`src/rtl/vnp_pkg.sv`:
```
package vnp_pkg;

  typedef enum logic [1:0] {
    SAT_NONE = 2'd0,
    SAT_HI   = 2'd1,
    SAT_LO   = 2'd2
  } sat_kind_e;

  // overflow class of a two's complement add from the three sign bits
  function automatic sat_kind_e sat_classify(input logic sa, input logic sb, input logic sr);
    if (!sa && !sb && sr) return SAT_HI;
    if (sa && sb && !sr)  return SAT_LO;
    return SAT_NONE;
  endfunction

endpackage

```
`src/rtl/vnp_sat_add.sv`:
```
module vnp_sat_add #(
  parameter int W = 6
) (
  input  logic [W-1:0] a_i,
  input  logic [W-1:0] b_i,
  output logic [W-1:0] s_o
);
  import vnp_pkg::*;

  localparam logic [W-1:0] MAXV = {1'b0, {(W-1){1'b1}}};
  localparam logic [W-1:0] MINV = {1'b1, {(W-1){1'b0}}};

  logic [W-1:0] raw;

  always_comb begin
    raw = a_i + b_i;
    unique case (sat_classify(a_i[W-1], b_i[W-1], raw[W-1]))
      SAT_HI:  s_o = MAXV;
      SAT_LO:  s_o = MINV;
      default: s_o = raw;
    endcase
  end

endmodule

```
`src/rtl/vnp_clip.sv`:
```
module vnp_clip #(
  parameter int IW = 6,
  parameter int OW = 5
) (
  input  logic [IW-1:0] d_i,
  output logic [OW-1:0] d_o
);

  generate
    if (OW == IW) begin : g_pass
      assign d_o = d_i;
    end else if (OW > IW) begin : g_extend
      assign d_o = {{(OW-IW){d_i[IW-1]}}, d_i};
    end else begin : g_clip
      localparam logic [OW-1:0] MAXV = {1'b0, {(OW-1){1'b1}}};
      localparam logic [OW-1:0] MINV = {1'b1, {(OW-1){1'b0}}};
      logic [IW-OW:0] top_bits;
      logic           fits;
      always_comb begin
        top_bits = d_i[IW-1:OW-1];
        fits     = (&top_bits) | ~(|top_bits);
        if (fits)          d_o = d_i[OW-1:0];
        else if (d_i[IW-1]) d_o = MINV;
        else               d_o = MAXV;
      end
    end
  endgenerate

endmodule

```
`src/rtl/vnp_out_reg.sv`:
```
module vnp_out_reg #(
  parameter int PW = 8
) (
  input  logic          clk,
  input  logic          rst_n,
  input  logic          in_valid,
  output logic          in_ready,
  input  logic [PW-1:0] in_data,
  output logic          out_valid,
  input  logic          out_ready,
  output logic [PW-1:0] out_data
);

  assign in_ready = !out_valid || out_ready;

  always_ff @(posedge clk) begin
    if (!rst_n) begin
      out_valid <= 1'b0;
      out_data  <= '0;
    end else begin
      if (in_ready) out_valid <= in_valid;
      if (in_valid && in_ready) out_data <= in_data;
    end
  end

  // stalled beat must stay put
  assert_stall_hold_R6: assert property (@(posedge clk) disable iff (!rst_n)
    (out_valid && !out_ready) |=> (out_valid && $stable(out_data)));

  // a beat only leaves when the consumer took it
  assert_no_drop_R8: assert property (@(posedge clk) disable iff (!rst_n)
    $fell(out_valid) |-> $past(out_ready));

  // every accepted beat is presented on the next cycle
  assert_accept_lands_R7: assert property (@(posedge clk) disable iff (!rst_n)
    (in_valid && in_ready) |=> out_valid);

endmodule

```
`src/rtl/vnp_fb_core.sv`:
```
module vnp_fb_core #(
  parameter int DEG    = 4,
  parameter int INT_Y  = 5,
  parameter int FRAC_Z = 1,
  parameter int CLIP_X = 4
) (
  input  logic                           clk,
  input  logic                           rst_n,
  input  logic                           in_valid,
  output logic                           in_ready,
  input  logic [DEG*(INT_Y+FRAC_Z)-1:0]  in_llr,
  output logic                           out_valid,
  input  logic                           out_ready,
  output logic [DEG*(CLIP_X+FRAC_Z)-1:0] out_ext,
  output logic [INT_Y+FRAC_Z-1:0]        out_app,
  output logic                           out_hard
);

  localparam int W  = INT_Y + FRAC_Z;
  localparam int OW = CLIP_X + FRAC_Z;
  localparam int PW = DEG*OW + W + 1;

  logic [W-1:0]  lane [DEG];
  logic [W-1:0]  fwd  [DEG];
  logic [W-1:0]  bwd  [DEG];
  logic [W-1:0]  ext_raw [DEG];
  logic [OW-1:0] ext_clip [DEG];
  logic [DEG*OW-1:0] ext_bus;
  logic [PW-1:0] pay_in;
  logic [PW-1:0] pay_out;

  generate
    for (genvar i = 0; i < DEG; i++) begin : g_lane
      assign lane[i] = in_llr[i*W +: W];

      // prefix chain
      if (i == 0) begin : g_f0
        assign fwd[0] = lane[0];
      end else begin : g_fi
        vnp_sat_add #(.W(W)) f_add_i (.a_i(lane[i]), .b_i(fwd[i-1]), .s_o(fwd[i]));
      end

      // suffix chain
      if (i == DEG-1) begin : g_bl
        assign bwd[i] = lane[i];
      end else begin : g_bi
        vnp_sat_add #(.W(W)) b_add_i (.a_i(lane[i]), .b_i(bwd[i+1]), .s_o(bwd[i]));
      end

      // extrinsic combine
      if (i == 0) begin : g_e0
        assign ext_raw[i] = bwd[1];
      end else if (i == DEG-1) begin : g_el
        assign ext_raw[i] = fwd[DEG-2];
      end else begin : g_ei
        vnp_sat_add #(.W(W)) e_add_i (.a_i(fwd[i-1]), .b_i(bwd[i+1]), .s_o(ext_raw[i]));
      end

      // clip to return width
      vnp_clip #(.IW(W), .OW(OW)) clip_i (.d_i(ext_raw[i]), .d_o(ext_clip[i]));
      assign ext_bus[i*OW +: OW] = ext_clip[i];

      assert_clip_sign_R3: assert property (@(posedge clk) disable iff (!rst_n)
        in_valid |-> (ext_clip[i][OW-1] == ext_raw[i][W-1]));
    end
  endgenerate

  // payload: extrinsic bus, a posteriori sum, hard decision
  assign pay_in = {ext_bus, fwd[DEG-1], fwd[DEG-1][W-1]};

  vnp_out_reg #(.PW(PW)) out_reg_i (
    .clk       (clk),
    .rst_n     (rst_n),
    .in_valid  (in_valid),
    .in_ready  (in_ready),
    .in_data   (pay_in),
    .out_valid (out_valid),
    .out_ready (out_ready),
    .out_data  (pay_out)
  );

  assign out_ext  = pay_out[PW-1 -: DEG*OW];
  assign out_app  = pay_out[W:1];
  assign out_hard = pay_out[0];

endmodule

```
`config.mk`:
```
export PLATFORM = sky130hd
export DESIGN_NAME = vnp_fb_core
export DESIGN_NICKNAME = d
export VERILOG_FILES = /design/src/rtl/vnp_pkg.sv /design/src/rtl/vnp_sat_add.sv /design/src/rtl/vnp_clip.sv /design/src/rtl/vnp_out_reg.sv /design/src/rtl/vnp_fb_core.sv
export SDC_FILE = /design/constraint.sdc
export NUM_CORES = 1
export LEC_CHECK = 0
export ABC_AREA = 1
export BUFFER_PORTS_ARGS = -buffer_cell sky130_fd_sc_hd__buf_4
export CORE_MARGIN = 2
export CORE_UTILIZATION = 50
export CTS_CLUSTER_DIAMETER = 60
export DETAILED_ROUTE_END_ITERATION = 16
export MAX_ROUTING_LAYER = met4
export PLACE_DENSITY = 0.74
export SLEW_MARGIN = 5
export SYNTH_ARGS = -nofsm -noshare
export SYNTH_HDL_FRONTEND = slang
export SYNTH_HIERARCHICAL = 1
export SYNTH_SLANG_ARGS = --single-unit
```
`constraint.sdc`:
```
create_clock -name clk -period 3.6 [get_ports clk]
set_input_delay 0.54 -clock clk [delete_from_list [all_inputs] [get_ports clk]]
set_output_delay 0.54 -clock clk [all_outputs]
set_load 0.005 [all_outputs]
```
Word level (Yosys, flattened, before mapping)
Cells that the tools add are included.
W data, S select, Z words.
{"block": "word_totals", "reg_bits": 28, "input_bits": 28, "output_inout_bits": 29, "wordCells": 148}
{"block": "op_classes", "n_addsub": 7, "n_eq_ne": 14, "n_mux": 64, "bitwise_logic": 8, "reduce_logical": 53}
{"cell": "$pmux W6 S2", "count": 7}
{"cell": "$mux W2", "count": 28}
{"cell": "$add A6 B6 Y6", "count": 7}
{"cell": "$mux W5", "count": 8}
{"cell": "$logic_and A1 B1 Y1", "count": 29}
{"cell": "$mux W1", "count": 21}
{"cell": "$logic_not A1 Y1", "count": 15}
{"cell": "$eq A2 B1 Y1 const B", "count": 7}
{"cell": "$eq A2 B2 Y1 const B", "count": 7}
{"cell": "$reduce_and A2 Y1", "count": 4}
{"cell": "$reduce_or A2 Y1", "count": 4}
{"cell": "$not A1 Y1", "count": 4}
{"cell": "$or A1 B1 Y1", "count": 4}
{"cell": "$logic_or A1 B1 Y1", "count": 1}

Longest topological paths before layout
{"block": "logic_depth", "ltp_word": 27, "depth_mapped": 33, "mapped_depth_nobuf": 33}

Modules after synthesis
The synthesis kept the hierarchy.
{"mod": "vnp_sat_add", "instances": 7, "cells_each": 55, "area_per_inst_um2": 320.3, "seq_area_each_um2": 0.0}
{"mod": "vnp_out_reg", "instances": 1, "cells_each": 182, "area_per_inst_um2": 1262.5, "seq_area_each_um2": 560.5}
{"mod": "vnp_clip", "instances": 4, "cells_each": 12, "area_per_inst_um2": 70.1, "seq_area_each_um2": 0.0}

Worst setup path after synthesis
Ideal clock, no wire load.
{"block": "synth_timing", "kind": "input port to flip-flop", "from": "input in_llr[6]", "to": "register out_reg_i.out_data[5]", "setup_ps": 115, "arrival_ps": 3639, "required_time_ps": 3485, "path_slack_ps": -154, "stages": 28, "n_path_buf": 0, "path_cell_list": "ha_1 > inv_1 > fa_1 > o21ai_0 > nand2_1 > nand3_1 > nand2_1 > nand2_1 > nand2_1 > ha_1 > a21oi_1 > nand2_1 > nand2_1 > nand3_2 > nand2_1 > ha_1 > inv_1 > fa_1 > o21ai_0 > nand2_1 > nand3_1 > nand2_1 > nand2_1 > nand2_1 > inv_1 > nand3_1 > nand2_1 > nor2_1"}
{"item": "start: declaration", "line_no": "vnp_fb_core.sv:11", "source": "input logic [DEG*(INT_Y+FRAC_Z)-1:0] in_llr,"}
{"item": "end signal: assignment", "line_no": "vnp_out_reg.sv:22", "source": "if (in_valid && in_ready) out_data <= in_data;"}
{"item": "end: declaration", "line_no": "vnp_out_reg.sv:11", "source": "output logic [PW-1:0] out_data"}

==> impl_metrics.json <==
{
  "design.core.area_um2": 7292,
  "insertion_delay_ps": 280,
  "syn_area_per_cell_um2": 6.154,
  "fin_crit_sh_pct": 114.9,
  "dieHeight_um": 91.01,
  "netlist_area_um2": 3785,
  "path_class": "input pin to flip-flop",
  "drt_pre_antenna_iters": 6,
  "h-tree-depth": 1,
  "tns_ps": -3177,
  "final_cell_area_um2": 5963,
  "post_dp_cell_area_um2": 4930,
  "rsz0062_at_grt": "yes",
  "reg2regPathDepth": 5,
  "gp_congestion": 0.9364,
  "mostFrequentLayoutCell": "nand2_1",
  "fp.dieW_um": 91.01,
  "numClockSinks": 28,
  "drt-initial-drc-count": 434,
  "crit_path_max_fanout": 4,
  "syn_to_final_growth_pct": 57.55,
  "timing_hold_violations_final": 0,
  "cp-end-kind": "flip-flop",
  "worstReg2RegStart": "out_reg_i/out_valid",
  "p_leak_nw": 3.219,
  "startpoint_type": "input pin",
  "route.detailed.drc": 0,
  "cellPowerDensity_nw_per_um2": 564.3,
  "setup_ws_ps": -536.4,
  "holdPathStages": 2,
  "via_per_inst": 5.722,
  "path_common_cell": "nand2_1",
  "slew-limit-headroom_pct": 43.60,
  "hold_path.class": "flip-flop to flip-flop",
  "grt_usage_pct": 27.49,
  "r2r_setup_slack_ps": 1870,
  "initial_utilization_pct": 51.90,
  "nNetsFinal": 860,
  "slowest_delay_ps": 400,
  "max_clock_freq_ghz": 0.2418,
  "drtAntennaViolNets": 0,
  "portBuffers": 56,
  "path_clk_slew_ps": 100,
  "post-place-ws_ps": -513.0,
  "placed_cells": 846,
  "cpMaxStageDelayCell": "fa_2",
  "grt_pass1_vias": 4416,
  "cp_data_required_time_ps": 3820,
  "fin_skew_ps": 4.508,
  "grt_max_degree": 56,
  "ir_drop_v": 0.0003385,
  "clockBufferDepth": 2,
  "die_area_um2": 8282,
  "syn_inst": 615,
  "rows": 31,
  "final_util_pct": 81.78,
  "r2r-end": "out_reg_i/out_data[20]",
  "final_cell_mix": "nand2_1, buf_4, inv_1",
  "hold_path_startpoint": "out_reg_i/out_data[9]",
  "cts_tree": "done",
  "arrival_ps": 4360,
  "ys_seq_area_share_pct": 14.81,
  "drt_wl_total_mm": 15.14,
  "dp_hpwl_mm": 7.883,
  "dr_total_vias": 4955,
  "slew_viol_final": 0,
  "grt_overflow": 0,
  "min_to": "out_reg_i/out_data[9]",
  "final_cells": 866,
  "yosys_warnings": 6,
  "wl_per_cell_um": 17.48,
  "antenna_found_initial": 0,
  "worst_pin_slew_ps": 843.9,
  "root_buffer": "clkbuf_8",
  "cap_violations": 0,
  "status": "finished, violations left",
  "drive_above_1_share_pct": 42.50,
  "finalCriticalPeriod_ps": 4136,
  "grt_pass1_wl_mm": 18.50,
  "synth_nets": 707,
  "n_antenna_cell": 0,
  "setup_violations": 16,
  "ios": 57,
  "ys_ff_latch": 28,
  "failed_checks": "setup timing",
  "cts_made_buffers": 3,
  "synth_cell_types": 17
}
==> cells in the mapped netlist, drive strengths merged <==
master,count,area (um^2)
nor2,34,127.6
a21oi,34,170.2
fa,7,140.1
o21ai,30,150.1
dfxtp,28,560.5
inv,117,439.2
buf,15,108.9
nand3,69,450.4
nand2,205,769.5
or2,4,25.02
xnor2,14,122.6
a21boi,1,7.510
ha,57,713.2
==> kinds of logic (layout without fill, tap and decap cells) <==
kind of cell               count (synthesis)  in the layout  synth area share [%]
AOI/OAI and AO/OA                         65             65                 8.661
xor gates and xnor gates                  14             14                 3.240
adders and majority gates                 64             64                 22.55
buffers and inverters                    132            284                 14.48
DFF                                       28             28                 14.81
and+or+nand+nor                          312            312                 36.26
==> through the flow <==
step                      hold slack (ps)  total power, W
after global placement              461.8        0.002225
after detailed placement            468.2        0.002289
after floorplan                     475.5        0.001635
after CTS                           493.3        0.002698
after global routing                509.5        0.003610
final                               489.2        0.003365
==> layer usage <==
layer	vias up	track usage (%)	part of all wire [%]
met2	343	51.67	48
met1	2252	29.25	36
li1	2217	-	-
met3	143	3.071	8.0
met4	0	10.86	7.7
met5	-	-	0
==> state kept, by name, summed over array words and instances (netlist names) <==
register	cells
out_reg_i/out_data	27
out_reg_i/out_valid	1
==> layout make-up <==
| type | instances | area (um^2) |
|---|---|---|
| tap | 99 | 123.9 |
| clock inverter | 1 | 30.03 |
| multi-input combinational | 455 | 3486 |
| fill | 458 | 1329 |
| clock buffer | 3 | 41.29 |
| timing repair buffer | 163 | 1280 |
| inverter | 117 | 441.7 |
| sequential | 28 | 560.5 |
==> power breakdown <==
part           switching (W)  internal (W)  leakage (nW)
Sequential         0.0000366      0.000374         0.233
Clock               0.000102      0.000149        0.0357
Combinational        0.00149       0.00121          2.95
Total                0.00163       0.00174          3.22
==> critical path, delay by kind of cell <==
| kind | cells | cell delay (ps) |
|---|---|---|
| buf+inv | 7 | 650 |
| compound gates | 3 | 520 |
| simple gates | 19 | 1580 |
| fa+ha+maj | 4 | 1050 |
==> worst max-delay path by stage <==
stage	end	depth (start not counted)	slack (ps)	start
5_1_grt	out_reg_i/out_data[5]	33	-660	in_llr[8]
3_3_place_gp	out_reg_i/out_data[5]	33	-450	in_llr[8]
4_1_cts	out_reg_i/out_data[3]	33	-70	in_llr[0]
2_1_floorplan	out_reg_i/out_data[5]	31	-3	in_llr[6]
3_5_place_dp	out_reg_i/out_data[5]	33	-510	in_llr[8]
6_report	out_reg_i/out_data[5]	33	-540	in_llr[2]
==> what timing repair did <==
action	in CTS	in global routing
gates cloned	0	0
pin swaps	42	64
hold buffers	0	0
setup buffers	10	7
endpoints found under the setup margin	8	27
hold endpoints to repair	0	0
gates resized for setup	55	137
No activity file was read; power rests on OpenSTA's default activity.
